$ cat src/rtl/bts_pkg.sv
package bts_pkg;

  // Per-thread scheduling state
  typedef enum logic [1:0] {
    TH_QUEUED   = 2'd0,  // in the available pool
    TH_INFLIGHT = 2'd1,  // fetched, waiting for its resolve
    TH_PARKED   = 2'd2   // waiting on a long-latency operation
  } th_state_e;

endpackage

$ cat src/rtl/bts_tid_fifo.sv
module bts_tid_fifo #(
  parameter int            N_THREADS = 8,
  parameter int            TID_W     = 3,
  parameter logic [N_THREADS-1:0] INIT_MASK = '1
) (
  input  logic             clk,
  input  logic             rst_n,
  input  logic             push,
  input  logic [TID_W-1:0] push_tid,
  input  logic             pop,
  output logic             not_empty,
  output logic [TID_W-1:0] head_tid
);

  localparam int CNT_W = $clog2(N_THREADS + 1);

  function automatic logic [N_THREADS*TID_W-1:0] boot_order(input logic [N_THREADS-1:0] m);
    logic [N_THREADS*TID_W-1:0] r;
    int k;
    r = '0;
    k = 0;
    for (int i = 0; i < N_THREADS; i++) begin
      if (m[i]) begin
        r[k*TID_W +: TID_W] = TID_W'(i);
        k++;
      end
    end
    return r;
  endfunction

  function automatic int boot_count(input logic [N_THREADS-1:0] m);
    int c;
    c = 0;
    for (int i = 0; i < N_THREADS; i++) c += int'(m[i]);
    return c;
  endfunction

  localparam logic [N_THREADS*TID_W-1:0] INIT_SLOTS = boot_order(INIT_MASK);
  localparam int INIT_CNT = boot_count(INIT_MASK);
  localparam logic [TID_W-1:0] INIT_WR = TID_W'(INIT_CNT % N_THREADS);

  logic [N_THREADS-1:0][TID_W-1:0] slot_q;
  logic [TID_W-1:0] rd_q, wr_q;
  logic [CNT_W-1:0] cnt_q;

  function automatic logic [TID_W-1:0] step(input logic [TID_W-1:0] p);
    return (p == TID_W'(N_THREADS - 1)) ? '0 : p + 1'b1;
  endfunction

  assign not_empty = (cnt_q != '0);
  assign head_tid  = slot_q[rd_q];

  always_ff @(posedge clk or negedge rst_n) begin
    if (!rst_n) begin
      slot_q <= INIT_SLOTS;
      rd_q   <= '0;
      wr_q   <= INIT_WR;
      cnt_q  <= CNT_W'(INIT_CNT);
    end else begin
      if (push) begin
        slot_q[wr_q] <= push_tid;
        wr_q         <= step(wr_q);
      end
      if (pop) rd_q <= step(rd_q);
      if (push && !pop)      cnt_q <= cnt_q + 1'b1;
      else if (pop && !push) cnt_q <= cnt_q - 1'b1;
    end
  end

endmodule

$ cat src/rtl/bts_ctx_table.sv
module bts_ctx_table
  import bts_pkg::*;
#(
  parameter int          N_THREADS   = 8,
  parameter int          TID_W       = 3,
  parameter int          PC_W        = 32,
  parameter int unsigned BOOT_BASE   = 32'h0000_1000,
  parameter int unsigned BOOT_STRIDE = 32'h0000_0100
) (
  input  logic             clk,
  input  logic             rst_n,
  input  logic             issue_en,
  input  logic [TID_W-1:0] issue_tid,
  input  logic             done_valid,
  input  logic [TID_W-1:0] done_tid,
  input  logic [PC_W-1:0]  done_pc,
  input  logic             done_park,
  input  logic [TID_W-1:0] rd_tid,
  output logic [PC_W-1:0]  rd_pc,
  output logic             requeue
);

  th_state_e [N_THREADS-1:0] st_q;
  logic [N_THREADS-1:0][PC_W-1:0] pc_q;
  logic [N_THREADS-1:0] hit;

  // A resolve only counts for a thread that is out of the pool
  for (genvar g = 0; g < N_THREADS; g++) begin : g_hit
    assign hit[g] = done_valid && (done_tid == TID_W'(g)) && (st_q[g] != TH_QUEUED);
  end

  assign requeue = (|hit) && !done_park;
  assign rd_pc   = pc_q[rd_tid];

  always_ff @(posedge clk or negedge rst_n) begin
    if (!rst_n) begin
      for (int i = 0; i < N_THREADS; i++) begin
        st_q[i] <= TH_QUEUED;
        pc_q[i] <= PC_W'(BOOT_BASE + BOOT_STRIDE * i);
      end
    end else begin
      for (int i = 0; i < N_THREADS; i++) begin
        if (issue_en && (issue_tid == TID_W'(i))) begin
          st_q[i] <= TH_INFLIGHT;
        end else if (hit[i]) begin
          st_q[i] <= done_park ? TH_PARKED : TH_QUEUED;
          pc_q[i] <= done_pc;
        end
      end
    end
  end

endmodule

$ cat src/rtl/bts_barrel_fetch.sv
module bts_barrel_fetch #(
  parameter int          N_THREADS   = 8,
  parameter int          PC_W        = 32,
  parameter logic [N_THREADS-1:0] THREAD_EN = '1,
  parameter int unsigned BOOT_BASE   = 32'h0000_1000,
  parameter int unsigned BOOT_STRIDE = 32'h0000_0100,
  localparam int         TID_W       = (N_THREADS > 1) ? $clog2(N_THREADS) : 1
) (
  input  logic             clk,
  input  logic             rst_n,
  output logic             fetch_valid,
  input  logic             fetch_ready,
  output logic [TID_W-1:0] fetch_tid,
  output logic [PC_W-1:0]  fetch_pc,
  input  logic             done_valid,
  input  logic [TID_W-1:0] done_tid,
  input  logic [PC_W-1:0]  done_pc,
  input  logic             done_park
);

  logic fire;
  logic requeue;

  assign fire = fetch_valid && fetch_ready;

  bts_tid_fifo #(
    .N_THREADS(N_THREADS),
    .TID_W    (TID_W),
    .INIT_MASK(THREAD_EN)
  ) u_pool (
    .clk      (clk),
    .rst_n    (rst_n),
    .push     (requeue),
    .push_tid (done_tid),
    .pop      (fire),
    .not_empty(fetch_valid),
    .head_tid (fetch_tid)
  );

  bts_ctx_table #(
    .N_THREADS  (N_THREADS),
    .TID_W      (TID_W),
    .PC_W       (PC_W),
    .BOOT_BASE  (BOOT_BASE),
    .BOOT_STRIDE(BOOT_STRIDE)
  ) u_ctx (
    .clk       (clk),
    .rst_n     (rst_n),
    .issue_en  (fire),
    .issue_tid (fetch_tid),
    .done_valid(done_valid),
    .done_tid  (done_tid),
    .done_pc   (done_pc),
    .done_park (done_park),
    .rd_tid    (fetch_tid),
    .rd_pc     (fetch_pc),
    .requeue   (requeue)
  );

endmodule

$ cat config.mk
export PLATFORM = sky130hd
export DESIGN_NAME = bts_barrel_fetch
export DESIGN_NICKNAME = d
export VERILOG_FILES = /design/src/rtl/bts_pkg.sv /design/src/rtl/bts_tid_fifo.sv /design/src/rtl/bts_ctx_table.sv /design/src/rtl/bts_barrel_fetch.sv
export SDC_FILE = /design/constraint.sdc
export NUM_CORES = 1
export LEC_CHECK = 0
export BUFFER_PORTS_ARGS = -buffer_cell sky130_fd_sc_hd__buf_2
export CORE_ASPECT_RATIO = 2
export CORE_MARGIN = 4
export CORE_UTILIZATION = 53
export CTS_BUF_LIST = sky130_fd_sc_hd__clkbuf_4 sky130_fd_sc_hd__clkbuf_8
export CTS_CLUSTER_DIAMETER = 200
export CTS_CLUSTER_SIZE = 14
export DETAILED_ROUTE_END_ITERATION = 16
export PLACE_DENSITY = 0.71
export SLEW_MARGIN = 20
export SYNTH_ARGS = -nofsm -noshare
export SYNTH_HDL_FRONTEND = slang
export SYNTH_SLANG_ARGS = --single-unit
$ cat constraint.sdc
create_clock -name clk -period 3.3 [get_ports clk]
set_input_delay 0.165 -clock clk [delete_from_list [all_inputs] [get_ports clk]]
set_output_delay 0.165 -clock clk [all_outputs]
set_load 0.02 [all_outputs]
# == Word-level counts from Yosys, hierarchy flattened ==
# Index checks and enable logic that the tools add are counted.
# word_totals
reg_bits,306
output_inout_bits,36
# classes
addsub,4
n_lt_le_gt_ge,4
n_eq_ne,16
muxes,28
bitwise,8
n_reduce_logical,61
# op_table
cell,count
binary-select mux 32 bit (select 3 bit),1
two-way mux 2 bit,17
nonzero test 2 bit,17
two-way mux 32 bit,1
== test 3 bit (second input constant),10
logical AND 1 bit,29
bitwise mux 24 bit,1
AND reduction 2 bit,8
== test 3 x 2 -> 1 bit (second input constant),4
< comparator 3 x 4 -> 1 bit (second input constant),3
two-way mux 3 bit,4
binary-select mux 3 bit (select 3 bit),1
demux 3 bit (select 3 bit),1
two-way mux 4 bit,2
NOT 1 bit,8
OR reduction 8 bit,1
adder 3 x 1 -> 3 bit (second input constant),2
== test 3 x 1 -> 1 bit (second input constant),2
zero test 3 bit,2
adder 4 x 1 -> 4 bit (second input constant),1
nonzero test 4 bit,1
subtractor 4 x 1 -> 4 bit (second input constant),1
>= comparator 3 x 1 -> 1 bit (second input constant),1
zero test 1 bit,3

# == Longest topological paths before layout ==
# Gate-level depths: netlist of the first run.
# logic_depth
depth_word,9
depth_mapped,14
mapped_depth_nobuf,12

# == Cells and area by module ==
# Synthesis of the first run repeated with hierarchy kept, for this count alone.
# unflattened
cells_unflattened,871
area_unflattened_um2,14063.5
# by_module_without_submodules
mod,instances,cells_per_inst,area_each_um2,seq_area_each_um2
bts_ctx_table,1,748,12296.8,6831.6
bts_tid_fifo,1,122,1760.4,867.1
bts_barrel_fetch,1,1,6.3,0.0

# == Least setup slack after synthesis of the first run ==
# Ideal clock, no wire load.
# synth_path
path_type,register to register
from,register u_ctx.st_q[15] (netlist bit)
to,register u_pool.cnt_q[3]
setup_time_ns,0.083
arrival_ns,2.637
t_required_ns,3.217
setup_slack_ns,0.580
path_stages_with_launch,14
path_buffers,1
period_less_slack_ns,2.720
cell_sequence,dfrtp_1 > o211a_1 > o2bb2ai_1 > o41ai_1 > buf_2 > inv_1 > ha_1 > inv_1 > ha_1 > a21o_1 > a21oi_1 > xnor2_1 > nor2_1 > xor2_1
# synth_via
elab_chain_len,7
# synth_lines
item,line,text
"start, declared",bts_ctx_table.sv:23,th_state_e [N_THREADS-1:0] st_q;
"start signal, assigned by index",bts_ctx_table.sv:46,st_q[i] <= done_park ? TH_PARKED : TH_QUEUED;
nonzero test 2 bit (*),bts_ctx_table.sv:29,assign hit[g] = done_valid && (done_tid == TID_W'(g)) && (st_q[g] != TH_QUEUED);
logical AND 1 bit (*),bts_ctx_table.sv:29,
OR reduction 8 bit (*),bts_ctx_table.sv:32,assign requeue = (|hit) && !done_park;
logical AND 1 bit (*),bts_ctx_table.sv:32,
net requeue,bts_barrel_fetch.sv:22,logic requeue;
zero test 1 bit,bts_tid_fifo.sv:66,else if (pop && !push) cnt_q <= cnt_q - 1'b1;
logical AND 1 bit,bts_tid_fifo.sv:66,
nonzero test 2 bit (no line),n/a,
"end signal, assigned",bts_tid_fifo.sv:58,cnt_q <= CNT_W'(INIT_CNT);
"end signal, assigned",bts_tid_fifo.sv:65,if (push && !pop) cnt_q <= cnt_q + 1'b1;
"end signal, assigned",bts_tid_fifo.sv:66,
"end, declared",bts_tid_fifo.sv:44,logic [CNT_W-1:0] cnt_q;
# Mark *: on every way through the listed nets, which the timed path passes. The rest lies on a longest branch.
# A chain may end at the register's enable or synchronous reset.

# == Worst setup path in the final report of the first run ==
# layout_path
from,register u_pool.rd_q[0]
to,output fetch_pc[16]
# layout_via
elab_chain_len,4
# layout_lines
item,line,text
"start, declared",bts_tid_fifo.sv:43,"logic [TID_W-1:0] rd_q, wr_q;"
"start signal, assigned",bts_tid_fifo.sv:64,if (pop) rd_q <= step(rd_q);
binary-select mux 3 bit (select 3 bit),bts_tid_fifo.sv:51,assign head_tid = slot_q[rd_q];
two-way mux 3 bit (implied by the code),bts_tid_fifo.sv:51,
binary-select mux 32 bit (select 3 bit),bts_ctx_table.sv:33,assign rd_pc = pc_q[rd_tid];
two-way mux 32 bit (implied by the code),bts_ctx_table.sv:33,
"end, declared",bts_barrel_fetch.sv:14,"output logic [PC_W-1:0] fetch_pc,"
# No other way between the ends. The select of a mux whose other input is x is not followed.

==> results.py, run 1 <==
metrics = {
    "run_status": {
        "outcome": "finished, final reports clean",
    },
    "final_layout": {
        "fillers": 2151,
        "stdcell_count": 1611,
        "layout-area-overhead-vs-synth_pct": 13.94,
        "final_layout_size_suffix_gt1_share_pct": 32.46,
        "finish.utilization_pct": 61.22,
        "fin_nets": 1296,
    },
    "synthesis": {
        "ys_warn_count": 0,
        "synth-seq-area-share_pct": 54.53,
        "synth_seq_cells": 306,
        "yosysTopAreaCell": "dfrtp_1",
        "syn_inst": 1144,
        "synth_area_um2": 14120,
        "synth_common_cells": "273 x dfrtp_1, 197 x nand2_1, 188 x mux2_2, 99 x mux2_1, 67 x nand3_1",
        "synth_edf_count": 0,
        "synthFlopType": "dfrtp_1",
        "syn_area_per_cell_um2": 12.34,
        "synthesis.nets": 1192,
        "async_reset_ff_share_pct": 100.0,
        "ys_types": 48,
        "synth_top_area_share_pct": 48.39,
        "ys_top_cells_by_area": "dfrtp_1 48%, mux2_2 15%, mux2_1 7.9%, dfstp_2 6.1%, nand2_1 5.2%",
        "synth.most_common_cell": "dfrtp_1",
    },
    "global_route": {
        "grt_pass1_wl_mm": 52.07,
        "grt_remaining_overflow": 0,
        "grt_pass1_vias": 9828,
        "grt_util_all_layers_pct": 22.34,
        "grt_start_max_net_pins": 82,
        "antenna_found_initial": 0,
    },
    "floorplanning": {
        "core_area_um2": 26280,
        "initial_core_util_pct": 53.73,
        "io_pins": 76,
        "rows": 84,
        "dieWidth_um": 123.4,
        "die_height_um": 238.8,
        "die-area_um2": 29470,
    },
    "setup_path": {
        "reg2reg_from": "u_pool.rd_q[0]",
        "rr_endpoint": "u_ctx.pc_q[41]",
        "crit_type": "flop to output port",
        "arrival_ns": 3.02,
        "cp_max_fo": 49,
        "cp-start-kind": "flop",
        "critPathCaptureType": "output port",
        "rrSetupSlack_ns": 0.45,
        "cp_data_required_time_ns": 3.13,
        "rr_worst_depth": 9,
    },
    "route": {
        "via_count": 9379,
        "ant_nets": 0,
        "wl_per_cell_um": 20.27,
        "dr.pass1.iters": 5,
        "finalWirelength_mm": 32.66,
        "drtIter0Drc": 619,
        "drc_errors": 0,
        "drt-vias-per-instance": 5.822,
    },
    "sta": {
        "period_share_pct": 96.42,
        "fmax_ghz": 0.3143,
        "holdWs_ns": 0.03899,
        "rsz0062_at_grt": "yes",
        "maxSlewViolCount": 0,
        "finClkSkew_ns": 0.01960,
        "period_needed_ns": 3.182,
        "relSlewSlack_pct": 56.71,
        "fin_setup_tns_ns": 0,
        "worst_slew_pin_slew_ns": 0.6493,
        "finalSetupViolCount": 0,
        "hold_viol": 0,
    },
    "place": {
        "gp_congestion": 0.7840,
        "port_buffers": 75,
        "placed_cells": 1523,
        "place_hpwl_mm": 19.37,
    },
    "clock_tree": {
        "clock_sinks": 306,
        "cts_tree": "yes",
        "path_clk_slew_ns": 0.09,
        "clockBufferDepth": 3,
        "htree_levels": 1,
        "numCtsBuffers": 25,
        "cts-root-buf": "clkbuf_8",
        "clk-insertion-delay-late_ns": 0.57,
    },
    "min_path": {
        "hold-path-cell-count": 2,
        "hp-start": "done_tid[0]",
        "holdCritPathClass": "input pin to flop",
        "whs_endpoint": "u_pool.slot_q[18]",
    },
    "power": {
        "vdd_drop_max_mv": 0.5869,
        "power.leakage_nw": 7.305,
        "p_per_area_nw_per_um2": 1006,
    },
    "job": {
        "drv_cap": 0,
    },
}
[critical path, cell delays in order, from the launching register on]
cell and delay, ns:
dfrtp_2 0.48, mux4_2 0.55, mux2i_4 0.18, buf_12 0.15, inv_4 0.08, buf_8 0.22
mux2i_1 0.16, a32oi_1 0.14, and3_1 0.25, buf_2 0.20
[through the flow]
step / area (um2) / power, W / worst slack [ns]
after CTS: 15970 / 0.01606 / 0.001860
after global routing: 16080 / 0.01721 / -0.009045
final: 16090 / 0.01617 / 0.1183
after detailed placement: 15080 / 0.01377 / 0.3067
after floorplan: 14120 / 0.01121 / 0.5803
after global placement: 15080 / 0.01358 / 0.4028
[per-layer routing]
metal	GRT usage (%)	wire, um	vias to the layer above
li1	-	-	4261
met1	29.00	13850	4905
met2	39.07	16970	166
met3	2.628	1056	47
met4	6.588	776	0
met5	0	0	-
[flip-flops by register name, indices dropped and copies added (netlist names)]
register,cells
u_pool.wr_q,3
u_ctx.st_q,16
u_ctx.pc_q,256
u_pool.rd_q,3
u_pool.cnt_q,4
u_pool.slot_q,24
[final cells by class]
| class | instances | area (um2) | share of cell area, % |
|---|---|---|---|
| Inverter | 4 | 17.52 | 0.1089 |
| Sequential cell | 306 | 7700 | 47.87 |
| Tap cell | 344 | 430.4 | 2.676 |
| Timing Repair Buffer | 150 | 1279 | 7.950 |
| Antenna cell | 1 | 2.502 | 0.01556 |
| Clock buffer | 45 | 500.5 | 3.111 |
| Multi-Input combinational cell | 761 | 6156 | 38.27 |
[power breakdown]
| group | switching (W) | total (W) | internal (W) |
|---|---|---|---|
| clock network | 0.00122 | 0.00217 | 0.000948 |
| registers | 0.000846 | 0.00623 | 0.00539 |
| logic | 0.00443 | 0.00777 | 0.00334 |
[repair_timing]
item / 4_1_cts / 5_1_grt
resized for setup: 4 / 6
hold buffers: 35 / 0
pin swaps: 1 / 3
setup endpoints to repair: 32 / 19
endpoints found under the hold margin: 494 / 0
setup buffers: 2 / 3
gates cloned: 0 / 2
[layout by cell type, fill, tap and decap left out, drive strengths merged, types with 15 or more instances in the layout]
| cell | netlist | final |
|---|---|---|
| a21oi | 18 | 18 |
| a32oi | 32 | 32 |
| and3 | 32 | 32 |
| buf | 41 | 113 |
| clkbuf | 32 | 47 |
| dfrtp | 273 | 273 |
| dfstp | 33 | 33 |
| dlygate4sd3 | 0 | 35 |
| mux2 | 287 | 287 |
| mux2i | 34 | 34 |
| nand2 | 197 | 197 |
| nand3 | 67 | 67 |
| nor2 | 15 | 15 |
[kinds of logic after synthesis]
kind of cell / after synthesis / share of synthesized area [%]
XOR/XNOR: 4 / 0.2482
multiplexers: 327 / 26.35
flip-flops: 306 / 54.53
buffers and inverters: 77 / 2.632
AO/OA/AOI/OAI: 80 / 4.369
AND/OR/NAND/NOR: 342 / 11.11
adder cells (fa/ha/maj): 8 / 0.7622
[worst max-delay path by stage]
stage / startpoint / depth (start not counted) / slack, ns / end
floorplan: u_ctx.st_q[15] / 13 / 0.58 / u_pool.cnt_q[3]
global placement: u_pool.rd_q[0] / 6 / 0.40 / u_ctx.pc_q[161]
detailed placement: u_pool.rd_q[0] / 6 / 0.31 / u_ctx.pc_q[161]
CTS: u_pool.rd_q[0] / 7 / 0.002 / fetch_pc[30]
global route: u_pool.rd_q[0] / 7 / -0.009 / fetch_pc[29]
finish: u_pool.rd_q[0] / 9 / 0.12 / fetch_pc[16]
(Power assumes the default switching activity.)
==> run 2, diff against run 1 <==
- RECOVER_POWER: default -> 100
==> run 2 against run 1 <==
The flow now finishes with violations (capacitance limit, slew limit). Clock skew hardly changed. Final cell count stayed put. Wire length hardly changed. Largest cell class unchanged. Highest routed layer unchanged.
==> results.py, run 2 (synthesized netlist as in run 1, its figures left out) <==
metrics = {
    "run_status": {
        "outcome": "complete, but fails checks",
        "violations": "capacitance limit, slew limit",
    },
    "place": {
        "placed_cells": 1523,
        "place_ws_ns": 0.3067,
        "place_hpwl_mm": 19.37,
        "gp_congestion": 0.7840,
        "port_buffers": 75,
    },
    "route": {
        "top_layer_used": "met4",
        "wl_met1_mm": 13.84,
        "drtIter0Drc": 618,
        "via_count": 9383,
        "drc_errors": 0,
        "drt-vias-per-instance": 5.824,
        "finalWirelength_mm": 32.67,
        "ant_nets": 0,
        "route.met3.wl_mm": 1.094,
        "wl_per_cell_um": 20.28,
        "dr.pass1.iters": 5,
        "wl_met2_mm": 16.95,
    },
    "min_path": {
        "whs_endpoint": "u_pool.slot_q[18]",
        "hold-path-cell-count": 2,
        "holdCritPathClass": "input pin to flop",
        "hp-start": "done_tid[0]",
    },
    "sta": {
        "relSlewSlack_pct": -77.51,
        "period_share_pct": 96.33,
        "rsz0062_at_grt": "yes",
        "fmax_ghz": 0.3146,
        "hold_viol": 0,
        "finalSetupViolCount": 0,
        "fin_setup_tns_ns": 0,
        "worst_slack_ns": 0.1211,
        "maxSlewViolCount": 44,
        "period_needed_ns": 3.179,
        "finClkSkew_ns": 0.01973,
        "worst_slew_pin_slew_ns": 2.663,
    },
    "power": {
        "vdd_drop_max_mv": 0.5864,
        "power_frac_seq_pct": 38.6,
        "swShare_pct": 40.18,
        "p_per_area_nw_per_um2": 1007,
        "power.leakage_nw": 7.295,
        "p_int_w": 0.009672,
        "p_clk_share_pct": 13.4,
        "power_frac_comb_pct": 48.0,
        "power.switching_w": 0.006495,
    },
    "job": {
        "drv_cap": 1,
    },
    "final_layout": {
        "final_layout_size_suffix_gt1_share_pct": 32.31,
        "fin_nets": 1296,
        "layout_common_cells": "272 x dfrtp_1, 197 x nand2_1, 188 x mux2_2",
        "top_regs": "u_ctx.pc_q: 256 flops, u_pool.slot_q: 24 flops, u_ctx.st_q: 16 flops",
        "layout_commonest_cell": "dfrtp_1",
        "layout-area-overhead-vs-synth_pct": 13.78,
        "largest_register_ffs": 256,
        "regMostFlops": "u_ctx.pc_q",
        "stdcell_count": 1611,
    },
    "clock_tree": {
        "clockBufferDepth": 3,
        "cts-root-buf": "clkbuf_8",
        "cts_tree": "yes",
        "clk-insertion-delay-late_ns": 0.57,
        "path_clk_slew_ns": 0.09,
        "clock_sinks": 306,
        "htree_levels": 1,
        "numCtsBuffers": 25,
    },
    "floorplanning": {
        "io_pins": 76,
        "dieWidth_um": 123.4,
        "rows": 84,
        "core_area_um2": 26280,
        "die-area_um2": 29470,
        "die_height_um": 238.8,
        "initial_core_util_pct": 53.73,
    },
    "setup_path": {
        "cp_data_required_time_ns": 3.13,
        "cp-start-kind": "flop",
        "crit_type": "flop to output port",
        "arrival_ns": 3.01,
        "reg2reg_from": "u_pool.cnt_q[0]",
        "rrSetupSlack_ns": 0.43,
        "critPathCaptureType": "output port",
        "cp_max_fo": 49,
        "rr_endpoint": "u_ctx.pc_q[101]",
        "rr_worst_depth": 6,
    },
    "global_route": {
        "grt_util_all_layers_pct": 22.34,
        "grt_start_max_net_pins": 82,
        "antenna_found_initial": 0,
        "grt_remaining_overflow": 0,
        "grt_pass1_vias": 9828,
        "grt_pass1_wl_mm": 52.07,
    },
}
## run 2: cell count changes in the layout (fill, tap and decap cells not counted), sizes merged
cell	before	now
buf	113	112
clkbuf	47	48
## run 2: cell type report
class	instances	area, um2
fill	2157	10210
sequential	306	7700
multi-input combinational	761	6153
timing repair buffer	150	1259
clock buffer	45	500.5
tap	344	430.4
inverter	4	17.52
antenna	1	2.502
## run 2: critical path, stage by stage (launching register included)
cell and delay, ns:
dfrtp_2 0.48, mux4_2 0.55, mux2i_4 0.18, buf_12 0.15, inv_4 0.08, buf_8 0.22
mux2i_1 0.16, a32oi_1 0.14, and3_1 0.26, buf_2 0.20
## run 2: repair_timing
action,4_1_cts,5_1_grt
endpoints found under the setup margin,32,19
pin swaps,1,3
cloned,0,2
setup buffers,2,3
hold buffers,35,0
endpoints found under the hold margin,494,0
gates resized for setup,4,6
## run 2: worst max-delay path by stage
stage | depth (start not counted) | slack [ns] | end | start
after detailed placement | 6 | 0.31 | u_ctx.pc_q[161] | u_pool.rd_q[0]
after global routing | 7 | -0.009 | fetch_pc[29] | u_pool.rd_q[0]
after global placement | 6 | 0.40 | u_ctx.pc_q[161] | u_pool.rd_q[0]
after floorplan | 13 | 0.58 | u_pool.cnt_q[3] | u_ctx.st_q[15]
after CTS | 7 | 0.002 | fetch_pc[30] | u_pool.rd_q[0]
final | 9 | 0.12 | fetch_pc[16] | u_pool.rd_q[0]
## run 2: metrics by stage
stage	power, W	hold WS (ns)	area, um2	utilization, %
3_5_place_dp	0.01377	0.09217	15080	57.39
2_1_floorplan	0.01121	-0.1306	14120	-
6_report	0.01617	0.04224	16060	61.13
4_1_cts	0.01606	0.008039	15970	60.78
3_3_place_gp	0.01358	0.09307	15080	57.39
5_1_grt	0.01721	0.04349	16060	61.12
## run 2: routing by layer
| layer | vias to the layer above | global-route usage (%) |
|---|---|---|
| li1 | 4262 | - |
| met1 | 4898 | 29.00 |
| met2 | 174 | 39.07 |
| met3 | 49 | 2.628 |
| met4 | 0 | 6.588 |
| met5 | - | 0 |
## run 2: power groups by stage
stage	clock network (W)	logic [W]	registers, W
floorplan	0	0.00521	0.00600
global placement	0	0.00737	0.00621
detailed placement	0	0.00747	0.00630
CTS	0.00223	0.00761	0.00622
global route	0.00237	0.00842	0.00642
finish	0.00217	0.00777	0.00623
==> run 3, diff against run 2 <==
- MAX_ROUTING_LAYER: default -> met4
==> run 3 against run 2 <==
The flow still finishes with violations (capacitance limit, slew limit). Combinational power about the same. Utilization is the same. Non-clock buffer count unchanged. Cell area is the same. Clock power hardly changed. Via count increased by 0.23%. Total power barely moved. Register-to-register slack is essentially flat. Critical path depth is the same. Maximum frequency decreased by 0.13%. Critical path type unchanged. Highest routed layer unchanged.
==> results.py, run 3 (synthesized netlist as in run 1, its figures left out) <==
metrics = {
    "clock_tree": {
        "htree_levels": 1,
        "path_clk_slew_ns": 0.10,
        "numCtsBuffers": 25,
        "cts-root-buf": "clkbuf_8",
        "clockBufferDepth": 3,
        "clock_sinks": 306,
        "clk-insertion-delay-late_ns": 0.57,
        "cts_tree": "yes",
    },
    "setup_path": {
        "rr_worst_depth": 9,
        "crit_type": "flop to output port",
        "crit_path_top_delay_cell": "mux4_2",
        "arrival_ns": 3.02,
        "cp_top_family": "multiplexers",
        "cp-start-kind": "flop",
        "cp_num_cells": 9,
        "worst-path-buf-inv": 4,
        "critPathMaxStageDelay_ns": 0.55,
        "critPathCaptureType": "output port",
        "cp_data_required_time_ns": 3.13,
        "cp_max_fo": 49,
        "crit_chain": "mux4_2 -> mux2i_4 -> buf_12 -> inv_4 -> buf_8 -> mux2i_1 -> a32oi_1 -> and3_1 -> buf_2",
    },
    "min_path": {
        "hold-path-cell-count": 2,
        "holdCritPathClass": "input pin to flop",
    },
    "route": {
        "dr.pass1.iters": 4,
        "drtIter0Drc": 583,
        "ant_nets": 0,
        "drt-vias-per-instance": 5.838,
        "wl_per_cell_um": 20.31,
        "finalWirelength_mm": 32.72,
        "via_count": 9405,
        "drc_errors": 0,
    },
    "place": {
        "dpl_cell_area_um2": 15080,
        "gp_congestion": 0.7949,
        "port_buffers": 75,
        "place_hpwl_mm": 19.37,
    },
    "power": {
        "p_per_area_nw_per_um2": 1007,
        "p_total_w": 0.01617,
        "vdd_drop_max_mv": 0.5804,
        "power.leakage_nw": 7.295,
    },
    "run_status": {
        "violations": "capacitance limit, slew limit",
        "outcome": "complete, but fails checks",
    },
    "floorplanning": {
        "die-area_um2": 29470,
        "dieWidth_um": 123.4,
        "rows": 84,
        "io_pins": 76,
        "initial_core_util_pct": 53.73,
        "die_height_um": 238.8,
        "core_area_um2": 26280,
    },
    "final_layout": {
        "regMostFlops": "u_ctx.pc_q",
        "largest_register_ffs": 256,
        "top_regs": "u_ctx.pc_q: 256 flops, u_pool.slot_q: 24 flops, u_ctx.st_q: 16 flops",
        "fin_area_um2": 16060,
        "fin_nets": 1296,
        "final_layout_size_suffix_gt1_share_pct": 32.31,
        "layout_commonest_cell": "dfrtp_1",
        "finish.utilization_pct": 61.13,
        "layout-area-overhead-vs-synth_pct": 13.78,
        "layout_common_cells": "272 x dfrtp_1, 197 x nand2_1, 188 x mux2_2",
    },
    "sta": {
        "period_needed_ns": 3.183,
        "period_share_pct": 96.46,
        "finalSetupViolCount": 0,
        "relSlewSlack_pct": -75.83,
        "hold_viol": 0,
        "finClkSkew_ns": 0.01792,
        "maxSlewViolCount": 44,
        "worst_slew_pin_slew_ns": 2.637,
        "fmax_ghz": 0.3142,
        "rsz0062_at_grt": "yes",
    },
    "global_route": {
        "grt_remaining_overflow": 0,
        "antenna_found_initial": 0,
        "grt_pass1_vias": 9806,
        "grt_util_all_layers_pct": 23.00,
        "grt_pass1_wl_mm": 52.05,
        "grt_start_max_net_pins": 82,
    },
    "job": {
        "drv_cap": 1,
    },
}
run 3: cell counts in the layout (fill, tap and decap cells not counted):
No cell type changed its count.
run 3: report_power, final:
group	switching, W	internal, W
clock	0.00122	0.000948
sequential	0.000842	0.00539
combinational	0.00443	0.00334
total	0.00650	0.00967
run 3: layer usage:
| layer | track usage (%) | vias to the layer above | share of wire [%] | routed length (um) |
|---|---|---|---|---|
| met3 | 2.510 | 44 | 3.5 | 1155 |
| met2 | 39.07 | 188 | 52 | 17130 |
| li1 | - | 4268 | - | - |
| met4 | 6.588 | 0 | 2.2 | 708 |
| met1 | 29.08 | 4905 | 42 | 13720 |
| met5 | - | - | 0 | 0 |
run 3: layout make-up:
class / instances / area [um2]
multi-input cells: 761 / 6153
flip-flops and latches: 306 / 7700
clock buffers: 45 / 500.5
fillers: 2158 / 10210
inverters: 4 / 17.52
well taps: 344 / 430.4
repair buffers: 150 / 1259
diodes: 1 / 2.502
run 3: worst register-to-register path: stages (launching register included):
cell and delay, ns:
dfrtp_2 0.49, mux4_2 0.39, mux2i_4 0.08, buf_12 0.15
inv_4 0.14, clkbuf_16 0.28, nand3_1 0.20, o21ai_4 0.42
buf_12 0.25, mux2_2 0.35
run 3: final timing paths:
check	start	to	slack, ns
worst max register to register	u_pool.rd_q[0]	u_ctx.pc_q[41]	0.42
worst max-delay path	u_pool.rd_q[0]	fetch_pc[17]	0.12
max in group asynchronous	rst_n	u_ctx.pc_q[151]	0.55
min in group asynchronous	rst_n	u_pool.wr_q[2]	0.96
worst min register to register	u_ctx.pc_q[199]	u_ctx.pc_q[199]	0.49
worst min-delay path	done_tid[0]	u_pool.slot_q[18]	0.04
run 3: stage by stage:
| stage | hold WS, ns | setup TNS, ns | worst slack, ns | instances |
|---|---|---|---|---|
| floorplan | -0.1306 | 0 | 0.5803 | 1144 |
| global placement | 0.09307 | 0 | 0.4028 | 1523 |
| detailed placement | 0.09217 | 0 | 0.3067 | 1523 |
| CTS | 0.008039 | 0 | 0.001860 | 1605 |
| global route | 0.04376 | -0.008578 | -0.008578 | 1610 |
| finish | 0.04435 | 0 | 0.1169 | 1611 |
run 3: what timing repair did:
action / in CTS / in global routing
buffers inserted: 2 / 3
endpoints found under the hold margin: 494 / 0
resized for setup: 4 / 6
cloned: 0 / 2
hold buffers: 35 / 0
endpoints found under the setup margin: 32 / 19
pin swaps: 1 / 3
